$ cat src/rtl/chan_runctl_pkg.sv
package chan_runctl_pkg;
  typedef enum logic [1:0] {
    ST_RUN    = 2'd0,
    ST_PAUSED = 2'd1,
    ST_HALTED = 2'd2,
    ST_RESET  = 2'd3
  } chan_state_e;

  // control byte field positions, low nibble
  typedef struct packed {
    logic arm;    // bit 3
    logic reset;  // bit 2
    logic halt;   // bit 1
    logic pause;  // bit 0
  } ctrl_t;

  localparam int CTRL_FIELDS = 4;
endpackage

$ cat src/rtl/chan_ctrl_reg.sv
module chan_ctrl_reg
  import chan_runctl_pkg::*;
#(
  parameter int CFG_W = 32
) (
  input  logic             clk,
  input  logic             rst,
  input  logic             ctrl_wr,
  input  logic [7:0]       ctrl_wdata,
  input  logic             cfg_wr,
  input  logic [CFG_W-1:0] cfg_wdata,
  input  logic             hw_set_halt,
  input  logic             hw_set_pause,
  output ctrl_t            ctrl_q,
  output logic [CFG_W-1:0] cfg_q
);
  ctrl_t ctrl_d;

  always_comb begin
    ctrl_d = ctrl_q;
    if (ctrl_wr) ctrl_d = ctrl_t'(ctrl_wdata[CTRL_FIELDS-1:0]);
    if (hw_set_halt)  ctrl_d.halt  = 1'b1;
    if (hw_set_pause) ctrl_d.pause = 1'b1;
  end

  always_ff @(posedge clk) begin
    if (rst) begin
      ctrl_q <= '{arm: 1'b0, reset: 1'b0, halt: 1'b1, pause: 1'b0};
      cfg_q  <= '0;
    end else begin
      ctrl_q <= ctrl_d;
      if (cfg_wr) cfg_q <= cfg_wdata;
    end
  end
endmodule

$ cat src/rtl/chan_state_fsm.sv
module chan_state_fsm
  import chan_runctl_pkg::*;
(
  input  logic        clk,
  input  logic        rst,
  input  ctrl_t       ctrl_q,
  input  logic        eng_busy,
  input  logic        err_hit,
  output chan_state_e state_q,
  output logic        set_halt
);
  chan_state_e state_d;

  // leaving reset re-arms the halt bit in the control byte
  assign set_halt = (state_q == ST_RESET) && !ctrl_q.reset;

  always_comb begin
    state_d = state_q;
    if (ctrl_q.reset) begin
      state_d = ST_RESET;
    end else if (state_q == ST_RESET) begin
      state_d = ST_HALTED;
    end else if (ctrl_q.halt) begin
      if (state_q == ST_HALTED || !eng_busy) state_d = ST_HALTED;
      else if (err_hit)                       state_d = ST_PAUSED;
    end else if (err_hit) begin
      state_d = ST_PAUSED;
    end else if (ctrl_q.pause) begin
      if (state_q != ST_RUN || !eng_busy) state_d = ST_PAUSED;
    end else begin
      state_d = ST_RUN;
    end
  end

  always_ff @(posedge clk) begin
    if (rst) state_q <= ST_HALTED;
    else     state_q <= state_d;
  end
endmodule

$ cat src/rtl/chan_cause_latch.sv
module chan_cause_latch #(
  parameter int NUM_CAUSE = 17,
  parameter int CIDX_W    = $clog2(NUM_CAUSE)
) (
  input  logic                 clk,
  input  logic                 rst,
  input  logic                 clear,
  input  logic                 err_hit,
  input  logic [CIDX_W-1:0]    err_idx,
  output logic [NUM_CAUSE-1:0] cause_q,
  output logic                 irq_q,
  output logic [CIDX_W-1:0]    code,
  output logic                 any
);
  logic [NUM_CAUSE-1:0] sel;

  for (genvar g = 0; g < NUM_CAUSE; g++) begin : g_cause
    assign sel[g] = (err_idx == CIDX_W'(g));
    always_ff @(posedge clk) begin
      if (rst || clear)          cause_q[g] <= 1'b0;
      else if (err_hit && sel[g]) cause_q[g] <= 1'b1;
    end
  end

  always_ff @(posedge clk) begin
    if (rst) irq_q <= 1'b0;
    else     irq_q <= err_hit && !clear && |(sel & ~cause_q);
  end

  always_comb begin
    code = '0;
    for (int i = NUM_CAUSE - 1; i >= 0; i--)
      if (cause_q[i]) code = CIDX_W'(i);
  end

  assign any = |cause_q;
endmodule

$ cat src/rtl/chan_runctl.sv
module chan_runctl
  import chan_runctl_pkg::*;
#(
  parameter int CFG_W      = 32,
  parameter int STAT_W     = 32,
  parameter int NUM_CAUSE  = 17,
  parameter int CAUSE_LSB  = 13,
  parameter int PAUSED_BIT = 9,
  parameter int HALTED_BIT = 10,
  parameter int EN_BIT     = 1,
  parameter int CIDX_W     = $clog2(NUM_CAUSE)
) (
  input  logic              clk,
  input  logic              rst,
  input  logic              ctrl_wr,
  input  logic [7:0]        ctrl_wdata,
  output logic [7:0]        ctrl_rd,
  input  logic              cfg_wr,
  input  logic [CFG_W-1:0]  cfg_wdata,
  output logic [CFG_W-1:0]  cfg_rd,
  output logic [STAT_W-1:0] status,
  input  logic              eng_busy,
  input  logic              err_valid,
  input  logic [CIDX_W-1:0] err_idx,
  output logic              stat_irq,
  output logic [CIDX_W-1:0] err_code,
  output logic              err_any,
  output logic              run_ok
);
  ctrl_t                ctrl_q;
  chan_state_e          state_q;
  logic                 set_halt;
  logic                 err_hit;
  logic [NUM_CAUSE-1:0] cause_q;

  assign err_hit = err_valid && ctrl_q.arm && !ctrl_q.reset &&
                   (state_q != ST_RESET) && (int'(err_idx) < NUM_CAUSE);

  chan_ctrl_reg #(.CFG_W(CFG_W)) u_regs (
    .clk         (clk),
    .rst         (rst),
    .ctrl_wr     (ctrl_wr),
    .ctrl_wdata  (ctrl_wdata),
    .cfg_wr      (cfg_wr),
    .cfg_wdata   (cfg_wdata),
    .hw_set_halt (set_halt),
    .hw_set_pause(err_hit),
    .ctrl_q      (ctrl_q),
    .cfg_q       (cfg_rd)
  );

  chan_state_fsm u_fsm (
    .clk     (clk),
    .rst     (rst),
    .ctrl_q  (ctrl_q),
    .eng_busy(eng_busy),
    .err_hit (err_hit),
    .state_q (state_q),
    .set_halt(set_halt)
  );

  chan_cause_latch #(.NUM_CAUSE(NUM_CAUSE), .CIDX_W(CIDX_W)) u_cause (
    .clk    (clk),
    .rst    (rst),
    .clear  (ctrl_q.reset),
    .err_hit(err_hit),
    .err_idx(err_idx),
    .cause_q(cause_q),
    .irq_q  (stat_irq),
    .code   (err_code),
    .any    (err_any)
  );

  assign ctrl_rd = {{(8 - CTRL_FIELDS){1'b0}}, ctrl_q};

  always_comb begin
    status = '0;
    status[PAUSED_BIT] = (state_q == ST_PAUSED);
    status[HALTED_BIT] = (state_q == ST_HALTED);
    status[CAUSE_LSB +: NUM_CAUSE] = cause_q;
  end

  assign run_ok = cfg_rd[EN_BIT] && (state_q == ST_RUN);
endmodule

$ cat config.mk
export PLATFORM = sky130hd
export DESIGN_NAME = chan_runctl
export DESIGN_NICKNAME = d
export VERILOG_FILES = /design/src/rtl/chan_runctl_pkg.sv /design/src/rtl/chan_ctrl_reg.sv /design/src/rtl/chan_state_fsm.sv /design/src/rtl/chan_cause_latch.sv /design/src/rtl/chan_runctl.sv
export SDC_FILE = /design/constraint.sdc
export NUM_CORES = 1
export LEC_CHECK = 0
export BUFFER_PORTS_ARGS = -buffer_cell sky130_fd_sc_hd__buf_4
export CAP_MARGIN = 20
export CORE_ASPECT_RATIO = 0.5
export CORE_MARGIN = 2
export CORE_UTILIZATION = 49
export DETAILED_ROUTE_END_ITERATION = 10
export MAX_ROUTING_LAYER = met4
export PLACE_DENSITY_LB_ADDON = 0.2
export SYNTH_ARGS = -nofsm -noshare
export SYNTH_HDL_FRONTEND = slang
export SYNTH_SLANG_ARGS = --single-unit
$ cat constraint.sdc
create_clock -name clk -period 2.2 [get_ports clk]
set_clock_uncertainty 0.15 [all_clocks]
set_input_delay 0.44 -clock clk [delete_from_list [all_inputs] [get_ports clk]]
set_output_delay 0.44 -clock clk [all_outputs]
set_load 0.02 [all_outputs]
==> After elaboration in Yosys (flattened, before gate mapping) <==
Index checks and enable logic that the tools add are counted.
W data, S select, Z words.
{ "word_totals": {"ff_bits": 56, "in_bits": 51, "word_cells": 119} }
{ "op_classes": {"order_cmp": 1, "n_eq_ne": 24, "mux": 27, "bitwise": 2, "n_reduce_logical": 40} }
{ "op_table": {"columns": ["operator", "count"], "rows": [
  ["$mux W5", 17],
  ["$eq A5 B4 Y1 const B", 8],
  ["$reduce_or A17 Y1", 2],
  ["$logic_and A1 B1 Y1", 25],
  ["$eq A5 B3 Y1 const B", 4],
  ["$and A17 B17 Y17", 1],
  ["$not A17 Y17", 1],
  ["$mux W2", 6],
  ["$eq A5 B2 Y1 const B", 2],
  ["$ne A6 B1 Y1 const B", 1],
  ["$eq A5 B1 Y1 const B", 1],
  ["$eq A5 B5 Y1 const B", 1],
  ["$logic_not A5 Y1", 1],
  ["$lt A5 B5 Y1 const B", 1],
  ["$ne A5 B1 Y1 const B", 1],
  ["$eq A2 B2 Y1 const B", 2],
  ["$mux W1", 4],
  ["$ne A4 B1 Y1 const B", 1],
  ["$reduce_and A2 Y1", 2],
  ["$reduce_bool A2 Y1", 2],
  ["$logic_or A1 B1 Y1", 3],
  ["$ne A3 B1 Y1 const B", 1],
  ["$reduce_or A3 Y1", 1],
  ["$eq A2 B1 Y1 const B", 1],
  ["4 further kinds", 5]
]} }

==> Depth between registers and ports, before layout <==
Gate-level depths: netlist of run 1.
{ "logic_depth": {"word_depth": 17, "depth_mapped": 6, "ltp_nobuf": 5} }

==> Hierarchy <==
A second synthesis of run 1 with hierarchy kept.
{ "unflattened": {"cells_unflattened": 283, "hier_area_um2": 2586.2} }
{ "by_module_without_submodules": {"columns": ["mod", "n_inst", "cells_per_inst", "area_per_inst_um2", "seq_area_each_um2"], "rows": [
  ["chan_ctrl_reg", 1, 119, 1321.3, 720.7],
  ["chan_cause_latch", 1, 128, 978.4, 360.3],
  ["chan_runctl", 1, 24, 181.4, 0.0],
  ["chan_state_fsm", 1, 12, 105.1, 40.0]
]} }

==> Least setup slack after synthesis of run 1 <==
Ideal clock, no wire load.
{ "synth_timing": {"path_type": "register to output", "from": "register u_cause.cause_q[5]", "to": "output err_code[4]", "t_arrival_ps": 1552, "slack_ps": 58, "stages_incl_launch_ff": 4, "path_buffers": 0, "path_cell_list": "dfxtp_1 nor4_1 nand2_1 nor4_1"} }
{ "synth_between": {"elab_chain_cells": 6} }
{ "synth_rtl": {"columns": ["item", "line", "rtl"], "rows": [
  ["from (decl)", "chan_cause_latch.sv:10", "output logic [NUM_CAUSE-1:0] cause_q,"],
  ["from (signal, indexed assignment)", "chan_cause_latch.sv:20", "if (rst || clear) cause_q[g] <= 1'b0;"],
  ["from (signal, indexed assignment)", "chan_cause_latch.sv:21", "else if (err_hit && sel[g]) cause_q[g] <= 1'b1;"],
  ["$mux W5 (6 in series)", "chan_cause_latch.sv:33", "if (cause_q[i]) code = CIDX_W'(i);"],
  ["to (decl)", "chan_runctl.sv:26", "output logic [CIDX_W-1:0] err_code,"]
]} }
Every way passes these cells.

==> Final worst setup path of run 1 <==
{ "layout_timing": {"from": "register u_cause.cause_q[15]", "to": "output err_code[1]"} }
{ "layout_between": {"elab_chain_cells": 16} }
{ "layout_rtl": {"columns": ["item", "line"], "rows": [
  ["$mux W5 (16 in series)", "chan_cause_latch.sv:33"]
]} }
Every way passes these cells.

==> out/results.txt, run 1 <==
Pwr dens = 588 nW/um^2
Final Hold Vio Count = 0
Via/cell ratio = 5.13
Netlist Area Pre-Place = 2530 sq um
Initial antenna violation count = 0
WS Path Type = flip-flop to primary output
Gr usage total = 21.1%
Slowest-stage cell, CP = dfxtp_4
Leak = 0.00165 uW
Fillers = 411
Die X = 106 microns
Commonest non-fill, non-tap cells in the layout = 111 x buf_4, 62 x nor2_1, 53 x dfxtp_1
Critical Path Source Type = flip-flop
Max Freq = 457 MHz
Fin crit period = 2.19 ns
Min-Delay Path Class = input pin to flip-flop
Cts bufs inserted = 5
Setup TNS = 0 ns
I/O Pins = 131
Final nets = 435
DR DRC count = 0
RSZ-0062 raised after global routing = yes
Die area = 5780 sq um
CTS Sinks = 56
Worst path max stage delay = 0.38 ns
Synth Register Bits = 56
Sequential share of the synthesized area = 44.4%
Final HPWL DP = 4570 microns
Yosys warning count = 0
VDD IR max = 0.411 mV
Routed length per instance = 13.6 microns
Largest net degree at the start of global routing = 33
Detailed Route WL = 6210 microns
GPL Wtd Cong = 0.977
Design Power = 2020 uW
Drt pass-1 iters = 4
Vias in the first global route = 2,010
DIE HEIGHT = 54.8 microns
CTS clock-pin slew for the worst setup and hold paths = 0.11 ns
Max clock buf depth = 2
Share of post-route cells with drive strength above 1 = 34.8%
Row cnt = 18
Clk_lat worst skew = 0.30 ns
Worst-Margin Slew = 0.598 ns
Input/output buffers = 109
CP cell instances = nor2_2, o31ai_1, a211oi_1, o31a_1, nor3_2, buf_4
Synth-to-layout area growth = 35.8%
Max_slew headroom = 59.8%
Fin crit share = 99.4%
Final core occ = 69.2%
Commonest non-fill, non-tap cell in the layout = buf_4
Diode count = 0
Slew Limit Fails = 0
Clock root cell = clkbuf_8
Outcome = completed
Max-cap violations = 0
Final setup vio count = 0
Detailed router's first-iteration violation count = 79
Worst setup EP type = primary output
Yosys cell types = 40
Core area = 4950 sq um
Final ANT Viol Nets = 0
Critical Path RT = 1.61 ns
Global route overflow = 0
CTS tree = yes
Worst-path maximum fanout = 5
Initial Util = 51.0%
Syn Inst Count = 283
Vias = 2,334
CTS H-tree depth = 2
Syn Area/Cell = 8.93 sq um
CP Data Arrival Time = 1.60 ns
Global-route wire length before repair = 9270 microns
per-layer routing:
| layer | GRT usage, % | wire length, microns |
|---|---|---|
| met4 | 4.17 | 42 |
| met5 | - | 0 |
| met2 | 36.7 | 2920 |
| met1 | 25.1 | 2680 |
| met3 | 6.31 | 565 |
kinds of logic after synthesis:
group	count (synthesis)	synth area share [%]
other	1	0.148
buffers and inverters	41	9.46
multiplexers	40	15.8
AO/OA/AOI/OAI	46	11.7
flip-flops	56	44.4
AND/OR/NAND/NOR	99	18.4
flip-flops by register name, indices dropped and copies added (netlist names):
name,flops
u_fsm.state_q,2
u_regs.ctrl_q,4
u_cause.irq_q,1
u_cause.cause_q,17
u_regs.cfg_q,32
synth_stat cells:
| master | instances | area [sq um] |
|---|---|---|
| nor3_2 | 1 | 10.0 |
| buf_6 | 1 | 11.3 |
| or3_1 | 1 | 6.26 |
| inv_2 | 1 | 3.75 |
| o21a_1 | 2 | 15.0 |
| o31a_1 | 1 | 8.76 |
| and2_1 | 1 | 6.26 |
| a22oi_1 | 1 | 7.51 |
| o211ai_1 | 2 | 15.0 |
| o22ai_1 | 1 | 6.26 |
| clkbuf_1 | 8 | 30.0 |
| o31ai_1 | 1 | 7.51 |
| inv_1 | 7 | 26.3 |
| nand4_1 | 1 | 6.26 |
| nor2b_1 | 5 | 31.3 |
| nor3b_2 | 3 | 37.5 |
| a21boi_0 | 1 | 7.51 |
| or2_2 | 1 | 6.26 |
| conb_1 | 1 | 3.75 |
| dfxtp_1 | 56 | 1120 |
| a32oi_1 | 1 | 8.76 |
| buf_4 | 19 | 143 |
| a41oi_1 | 1 | 8.76 |
| nand4b_1 | 1 | 8.76 |
| o2111ai_1 | 1 | 8.76 |
| nor3_1 | 4 | 20.0 |
| o21bai_1 | 3 | 22.5 |
| a211oi_1 | 5 | 37.5 |
| a211oi_2 | 1 | 12.5 |
| buf_2 | 5 | 25.0 |
| nor3b_1 | 4 | 30.0 |
| o21ai_1 | 1 | 5.00 |
| o21ai_0 | 2 | 10.0 |
| nand2_1 | 7 | 26.3 |
| o32a_1 | 1 | 10.0 |
| nand3_1 | 1 | 5.00 |
| mux2i_1 | 40 | 400 |
| nor2_1 | 64 | 240 |
| a21oi_1 | 21 | 105 |
| nor4_1 | 5 | 31.3 |
final timing paths:
path | from | end | slack (ns) | depth (start not counted)
worst min-delay path | cfg_wdata[7] | u_regs.cfg_q[7] | 0.21 | 3
worst max register to register | u_regs.ctrl_q[2] | u_cause.cause_q[14] | 0.39 | 4
worst max-delay path | u_cause.cause_q[15] | err_code[1] | 0.01 | 6
worst min register to register | u_regs.cfg_q[26] | u_regs.cfg_q[26] | 0.36 | 2
critical path, delay by kind of cell (launching register included):
family,cells,cell delay [ns]
buffers and inverters,1,0.16
and+or+nand+nor,2,0.15
AOI/OAI and AO/OA,3,0.61
DFF,1,0.38
what timing repair did:
item                       CTS  global route
hold buffers                 0             0
setup buffers                0             1
hold endpoints to repair     0             0
pin swaps                    0             2
resized for setup            4             7
gates cloned                 0             0
setup endpoints to repair    2             2
area by class of cell:
class | instances | area (sq um) | share of cell area [%]
Multi-Input combinational cell | 202 | 1260 | 36.7
Sequential cell | 56 | 1130 | 32.9
Timing Repair Buffer | 111 | 833 | 24.3
Tap cell | 70 | 87.6 | 2.55
Clock buffer | 5 | 68.8 | 2.01
Inverter | 8 | 30.0 | 0.876
Clock inverter | 3 | 22.5 | 0.657
per-stage QoR:
step	area [sq um]	worst slack (ns)	instances	hold slack, ns
3_5_place_dp	3290	0.295	446	0.339
2_1_floorplan	2590	0.0576	299	0.375
4_1_cts	3400	0.0143	454	0.204
5_1_grt	3430	-0.0899	455	0.208
3_3_place_gp	3290	0.274	446	0.324
6_report	3430	0.0126	455	0.207
power breakdown:
group          switching (uW)  internal [uW]  leakage (uW)
sequential               29.1           1050      0.000461
combinational             199            166       0.00114
clock                     343            229     0.0000485
Note: power is estimated with default switching activity, not from simulation.
==> run 2, diff against run 1 <==
- SYNTH_HIERARCHICAL: not set -> 1
==> out/results.txt, run 2 <==
Critical Path RT = 1.61 ns (about the same)
Slew Limit Fails = 0 (unchanged)
Dpl ws = -0.129 ns (-0.424 ns)
Fin crit period = 2.22 ns (+0.0282 ns)
Yosys warning count = 6 (+6)
DR DRC count = 0 (unchanged)
Logic pwr share = 18.2% (about the same)
Synth-to-layout area growth = 38.0%
Hold Slack = 0.193 ns (-0.0139 ns)
Sequential share of the synthesized area = 43.3% (-1.0 points)
Final nets = 446 (+2.5%)
Worst-path maximum fanout = 4 (-1)
VDD IR max = 0.321 mV (-22%)
Sw Ratio = 27.3% (-1.0 points)
Synth area leader = dfxtp_1
Top Registers = u_regs/cfg_q (32), u_cause/cause_q (17), u_regs/ctrl_q (4)
GPL Wtd Cong = 0.905 (-7.4%)
Vias = 2,374 (+1.7%)
List of most frequent post-synthesis cells = 65 x nor2_1, 56 x dfxtp_1, 39 x mux2i_1
CTS H-tree depth = 2 (unchanged)
Clock root cell = clkbuf_8
Placed inst area = 3380 sq um (+2.7%)
CTS tree = yes
Commonest non-fill, non-tap cell in the layout = buf_4
Metal2 WL = 3150 microns (+7.6%)
Worst path top cell family by delay = compound AO/OA/AOI/OAI gates
Highest Signal Layer = met4
Largest Register = u_regs/cfg_q
Synth async-reset ratio = 0% (unchanged)
Final ANT Viol Nets = 0 (unchanged)
RSZ-0062 raised after global routing = yes
Max_slew headroom = 57.0% (-2.8 points)
Worst path max stage delay = 0.38 ns (about the same)
Global-route wire length before repair = 9690 microns (+4.5%)
Met3 WL = 555 microns (-1.8%)
Synth Register Bits = 56 (unchanged)
DIE HEIGHT = 55.4 microns (+1.1%)
Share of post-route cells with drive strength above 1 = 37.9% (+3.1 points)
Via/cell ratio = 5.09 (-0.69%)
Vias in the first global route = 2,031 (+1.0%)
Drt pass-1 iters = 4 (unchanged)
Input/output buffers = 109 (unchanged)
Syn Inst Count = 283 (unchanged)
Most common cell in the synthesized netlist = nor2_1
Detailed router's first-iteration violation count = 145 (+84%)
Max clock buf depth = 2 (unchanged)
Routed length per instance = 13.9 microns (+1.9%)
Clock Power Share = 28.6% (+0.3 points)
Finished Cell Area = 3570 sq um (+4.1%)
Fin crit share = 101% (+1.3 points)
Gr usage total = 20.8% (-0.22 points)
Max-cap violations = 0 (unchanged)
Final Hold Vio Count = 0 (unchanged)
Metal-1 WL = 2760 microns (+2.9%)
Die X = 107 microns (+1.1%)
Largest net degree at the start of global routing = 40 (+21%)
Min-Delay Path Class = input pin to flip-flop
CTS clock-pin slew for the worst setup and hold paths = 0.10 ns (about the same)
Slowest-stage cell, CP = dfxtp_4
Pwr dens = 569 nW/um^2 (-3.2%)
CP Data Arrival Time = 1.63 ns (+0.03 ns)
Initial antenna violation count = 0 (unchanged)
Synth top area share = 43.3% (-1.0 points)
CTS Hold Bufs = 0 (unchanged)
Largest cells by area after synthesis = dfxtp_1 43%, mux2i_1 15%, nor2_1 9.4%
Final HPWL DP = 4650 microns (+1.7%)
Post-layout worst setup margin = -0.0156 ns (-0.0282 ns)
Yosys cell types = 42 (+5.0%)
Cell-internal power = 1480 uW (+2.1%)
Max Freq = 451 MHz (-1.3%)
Cts bufs inserted = 5 (unchanged)
Leak = 0.00172 uW (+4.3%)
Row cnt = 18 (unchanged)
Worst setup EP type = primary output
CP cell instances = nor2_4, o31ai_4, a211oi_1, o31a_1, nor3_2, buf_4
Core area = 5000 sq um (+0.91%)
WS Path Type = flip-flop to primary output
Sequential Power Share = 53.3% (-0.3 points)
Die area = 5910 sq um (+2.2%)
Syn Area/Cell = 9.14 sq um (+2.4%)
Outcome = complete, but fails checks
Worst-Margin Slew = 0.640 ns (+0.0415 ns)
Initial Util = 51.7% (+0.74 points)
Commonest non-fill, non-tap cells in the layout = 120 x buf_4, 63 x nor2_1, 50 x dfxtp_1
Clk_lat worst skew = 0.31 ns (about the same)
Diode count = 0 (unchanged)
Failing checks = negative setup slack
Most used DFF post-synth = dfxtp_1
Detailed Route WL = 6480 microns (+4.3%)
Critical Path Source Type = flip-flop
CTS Sinks = 56 (unchanged)
Final setup vio count = 1 (+1)
Worst path bufs/invs = 1 (unchanged)
Netlist Area Pre-Place = 2590 sq um (+2.4%)
Switching power of the nets = 554 uW (-2.8%)
I/O Pins = 131 (unchanged)
Post-synth EDFFs = 0 (unchanged)
Max reg flops = 32 (unchanged)
Global route overflow = 0 (unchanged)
==> run 2: changes by cell type in the layout (fill, tap and decap cells not counted), sizes merged, moves of 3 or more <==
cell / change
a211oi: -5
buf: +9
nand2b: +3
nor3b: -3
==> run 2: path summary, 6_finish.rpt <==
check	start	end	slack, ns	cells past startpoint
worst max-delay path	u_cause/cause_q[15]	err_code[1]	-0.02	6
worst min-delay path	ctrl_wdata[1]	u_regs/ctrl_q[1]	0.19	3
worst max register to register	u_regs/ctrl_q[3]	u_cause/irq_q	0.32	7
worst min register to register	u_regs/cfg_q[9]	u_regs/cfg_q[9]	0.36	2
==> run 2: routing by layer <==
metal | global-route usage [%] | vias up
li1 | - | 1158
met1 | 27.1 | 1095
met2 | 32.6 | 118
met3 | 5.19 | 3
met4 | 5.75 | 0
met5 | - | -
==> run 2: timing repair <==
| item | in CTS | in global routing |
|---|---|---|
| endpoints found under the hold margin | 0 | 0 |
| pin swaps | 1 | 5 |
| gates resized for setup | 8 | 13 |
| buffers inserted | 0 | 2 |
| setup endpoints to repair | 2 | 5 |
==> run 2: cells by family after synthesis <==
logic type,Yosys count,share of synthesized area [%]
buffers and inverters,39,11.0
AOI/OAI and AO/OA,41,9.77
muxes,41,16.5
other,1,0.145
DFF,56,43.3
and+or+nand+nor,105,19.2
==> run 2: final cells by class <==
cell class / instances / area (sq um)
fillers: 405 / 1430
multi-input cells: 204 / 1320
flip-flops and latches: 56 / 1130
repair buffers: 120 / 901
well taps: 70 / 87.6
clock buffers: 7 / 86.3
inverters: 8 / 30.0
clock inverters: 1 / 7.51
==> run 2: per-stage QoR <==
| stage | utilization, % | cells | power (uW) | setup TNS (ns) |
|---|---|---|---|---|
| 2_1_floorplan | - | 299 | 1350 | 0 |
| 3_3_place_gp | 67.6 | 456 | 1470 | -0.0999 |
| 3_5_place_dp | 67.6 | 456 | 1480 | -0.641 |
| 4_1_cts | 69.9 | 464 | 2050 | -0.0112 |
| 5_1_grt | 71.4 | 466 | 2130 | -0.161 |
| 6_report | 71.4 | 466 | 2030 | -0.0156 |
==> run 2: power groups by stage <==
stage / Sequential, uW / Combinational, uW / Clock, uW
global placement: 1110 / 360 / 0
finish: 1080 / 369 / 581
CTS: 1090 / 368 / 597
floorplan: 1150 / 195 / 0
global route: 1090 / 393 / 649
detailed placement: 1110 / 367 / 0
==> run 2: worst reg2reg max path, stage by stage, from the launching register on <==
cell and delay, ns:
dfxtp_1 0.37, nand2_1 0.10, a2111oi_4 0.43, nand2_1 0.15, nor2_2 0.13, nor4b_1 0.31, a31oi_1 0.08, o21ai_1 0.08
==> run 3, diff against run 2 <==
- CORE_UTILIZATION: 49 -> 40
- PLACE_DENSITY: not set -> 0.7
- PLACE_DENSITY_LB_ADDON: 0.2 -> not set
- SKIP_LAST_GASP: not set -> 1
==> out/results.txt, run 3 (same netlist as run 2, synthesis figures left out) <==
CTS Hold Bufs = 0 (unchanged)
Multi-input gate area = 1320 sq um (-0.38%)
Post-layout worst setup margin = 0.0229 ns (+0.0385 ns)
Fin crit share = 99.0% (-1.8 points)
Critical Path Source Type = flip-flop
Max_slew headroom = 61.9% (+4.9 points)
Diode count = 0 (unchanged)
GPL Wtd Cong = 0.870 (-3.8%)
Share of post-route cells with drive strength above 1 = 37.8% (-0.095 points)
Global-route wire length before repair = 9960 microns (+2.8%)
Top Registers = u_regs/cfg_q (32), u_cause/cause_q (17), u_regs/ctrl_q (4)
Worst Reg2Reg Path Length in Cells = 7 (unchanged)
Final nets = 447 (+0.22%)
CP Data Arrival Time = 1.59 ns (-0.04 ns)
Design Power = 2230 uW (+9.8%)
Input/output buffers = 109 (unchanged)
Switching power of the nets = 556 uW (+0.28%)
Reg area = 1130 sq um (+0.11%)
Die area = 7160 sq um (+21%)
Detailed Route WL = 6480 microns (about the same)
CTS H-tree depth = 2 (unchanged)
Fillers = 558 (+38%)
Gr usage total = 17.8% (-3.0 points)
Cts bufs inserted = 5 (unchanged)
Worst setup EP type = primary output
Max Freq = 459 MHz (+1.8%)
Core area = 6160 sq um (+23%)
Sequential Power Share = 48.5% (-4.8 points)
Final ANT Viol Nets = 0 (unchanged)
Initial Util = 42.0% (-9.7 points)
Setup TNS = 0 ns (+0.0156 ns)
Clock root cell = clkbuf_16
RSZ-0062 raised after global routing = yes
Worst-path maximum fanout = 6 (+2)
Finished Cell Area = 3650 sq um (+2.3%)
Sw Ratio = 24.9% (-2.4 points)
Logic pwr share = 16.5% (-1.7 points)
DR DRC count = 0 (unchanged)
Largest net degree at the start of global routing = 41 (+2.5%)
Global route overflow = 0 (unchanged)
CTS Sinks = 56 (unchanged)
Detailed router's first-iteration violation count = 97 (-33%)
Fin crit period = 2.18 ns (-0.0385 ns)
Leak = 0.00174 uW (+1.5%)
Routed length per instance = 13.4 microns (-3.9%)
Critical Path RT = 1.61 ns (about the same)
CTS clock-pin slew for the worst setup and hold paths = 0.07 ns (-0.03 ns)
Clock Power Share = 35.1% (+6.5 points)
Drt pass-1 iters = 5 (+1)
Clk_lat worst skew = 0.28 ns (-0.03 ns)
Commonest non-fill, non-tap cells in the layout = 120 x buf_4, 63 x nor2_1, 51 x dfxtp_1
Worst hold path depth = 3 (unchanged)
DIE HEIGHT = 60.9 microns (+9.9%)
Row cnt = 20 (+2)
VDD IR max = 0.276 mV (-14%)
Min-Delay Path Class = input pin to flip-flop
Final setup vio count = 0 (-1)
Worst-Margin Slew = 0.568 ns (-0.0723 ns)
CTS tree = yes
Final Hold Vio Count = 0 (unchanged)
Max reg flops = 32 (unchanged)
Final HPWL DP = 4730 microns (+1.7%)
Hold Slack = 0.215 ns (+0.0222 ns)
Vias in the first global route = 2,176 (+7.1%)
Initial antenna violation count = 0 (unchanged)
Synth-to-layout area growth = 41.2%
Via/cell ratio = 4.82 (-5.3%)
Vias = 2,339 (-1.5%)
Commonest non-fill, non-tap cell in the layout = buf_4
Die X = 118 microns (+10%)
Slew Limit Fails = 0 (unchanged)
Pwr dens = 611 nW/um^2 (+7.4%)
Max clock buf depth = 2 (unchanged)
Outcome = completed
Placed inst area = 3410 sq um (+0.89%)
Cell-internal power = 1680 uW (+13%)
I/O Pins = 131 (unchanged)
Largest Register = u_regs/cfg_q
WS Path Type = flip-flop to primary output
Max-cap violations = 0 (unchanged)
Dpl ws = -0.135 ns (-0.00652 ns)
run 3: cell types whose count changed in the layout (fill, tap and decap cells not counted), sizes merged:
cell,before,now
clkbuf,7,8
clkinvlp,1,0
buf,120,121
run 3: final timing paths:
kind                            to                start  slack, ns
setup / recovery       err_code[1]  u_cause/cause_q[13]       0.02
hold / removal    u_regs/ctrl_q[1]        ctrl_wdata[1]       0.21
setup reg to reg     u_cause/irq_q     u_regs/ctrl_q[3]       0.36
hold reg to reg   u_regs/cfg_q[29]     u_regs/cfg_q[29]       0.35
run 3: power by group through the flow:
| stage | Clock (uW) | Sequential, uW | Combinational (uW) |
|---|---|---|---|
| after floorplan | 0 | 1150 | 195 |
| after global placement | 0 | 1110 | 361 |
| after detailed placement | 0 | 1110 | 369 |
| after CTS | 817 | 1080 | 370 |
| after global routing | 853 | 1090 | 394 |
| final | 783 | 1080 | 368 |
run 3: final cells by class:
| type | count | share of cell area [%] |
|---|---|---|
| multi-input cells | 204 | 36.1 |
| flip-flops and latches | 56 | 31.1 |
| repair buffers | 121 | 25.0 |
| clock buffers | 8 | 4.01 |
| well taps | 88 | 3.01 |
| inverters | 8 | 0.822 |
run 3: critical path, stage by stage (launching register included):
cell and delay [ns]:
dfxtp_4 0.37, o31ai_4 0.26, a211oi_2 0.10, o31a_1 0.25, nor3_2 0.15, buf_4 0.16
run 3: routing by layer:
metal	vias to the layer above	part of all wire (%)	track usage, %
met4	0	0.26	4.99
met2	82	53	32.9
met1	1086	41	19.9
met5	-	0	-
met3	4	6.2	4.32
li1	1167	-	-
run 3: per-stage QoR:
stage                     cells  utilization [%]
after detailed placement    475             55.4
after global routing        485             59.3
after floorplan             299                -
after CTS                   485             58.4
after global placement      475             55.4
final                       485             59.3
run 3: timing repair:
item,CTS,global route
setup endpoints to repair,2,3
pin swaps,3,5
resized for setup,8,13
cloned,0,0
setup buffers,2,0
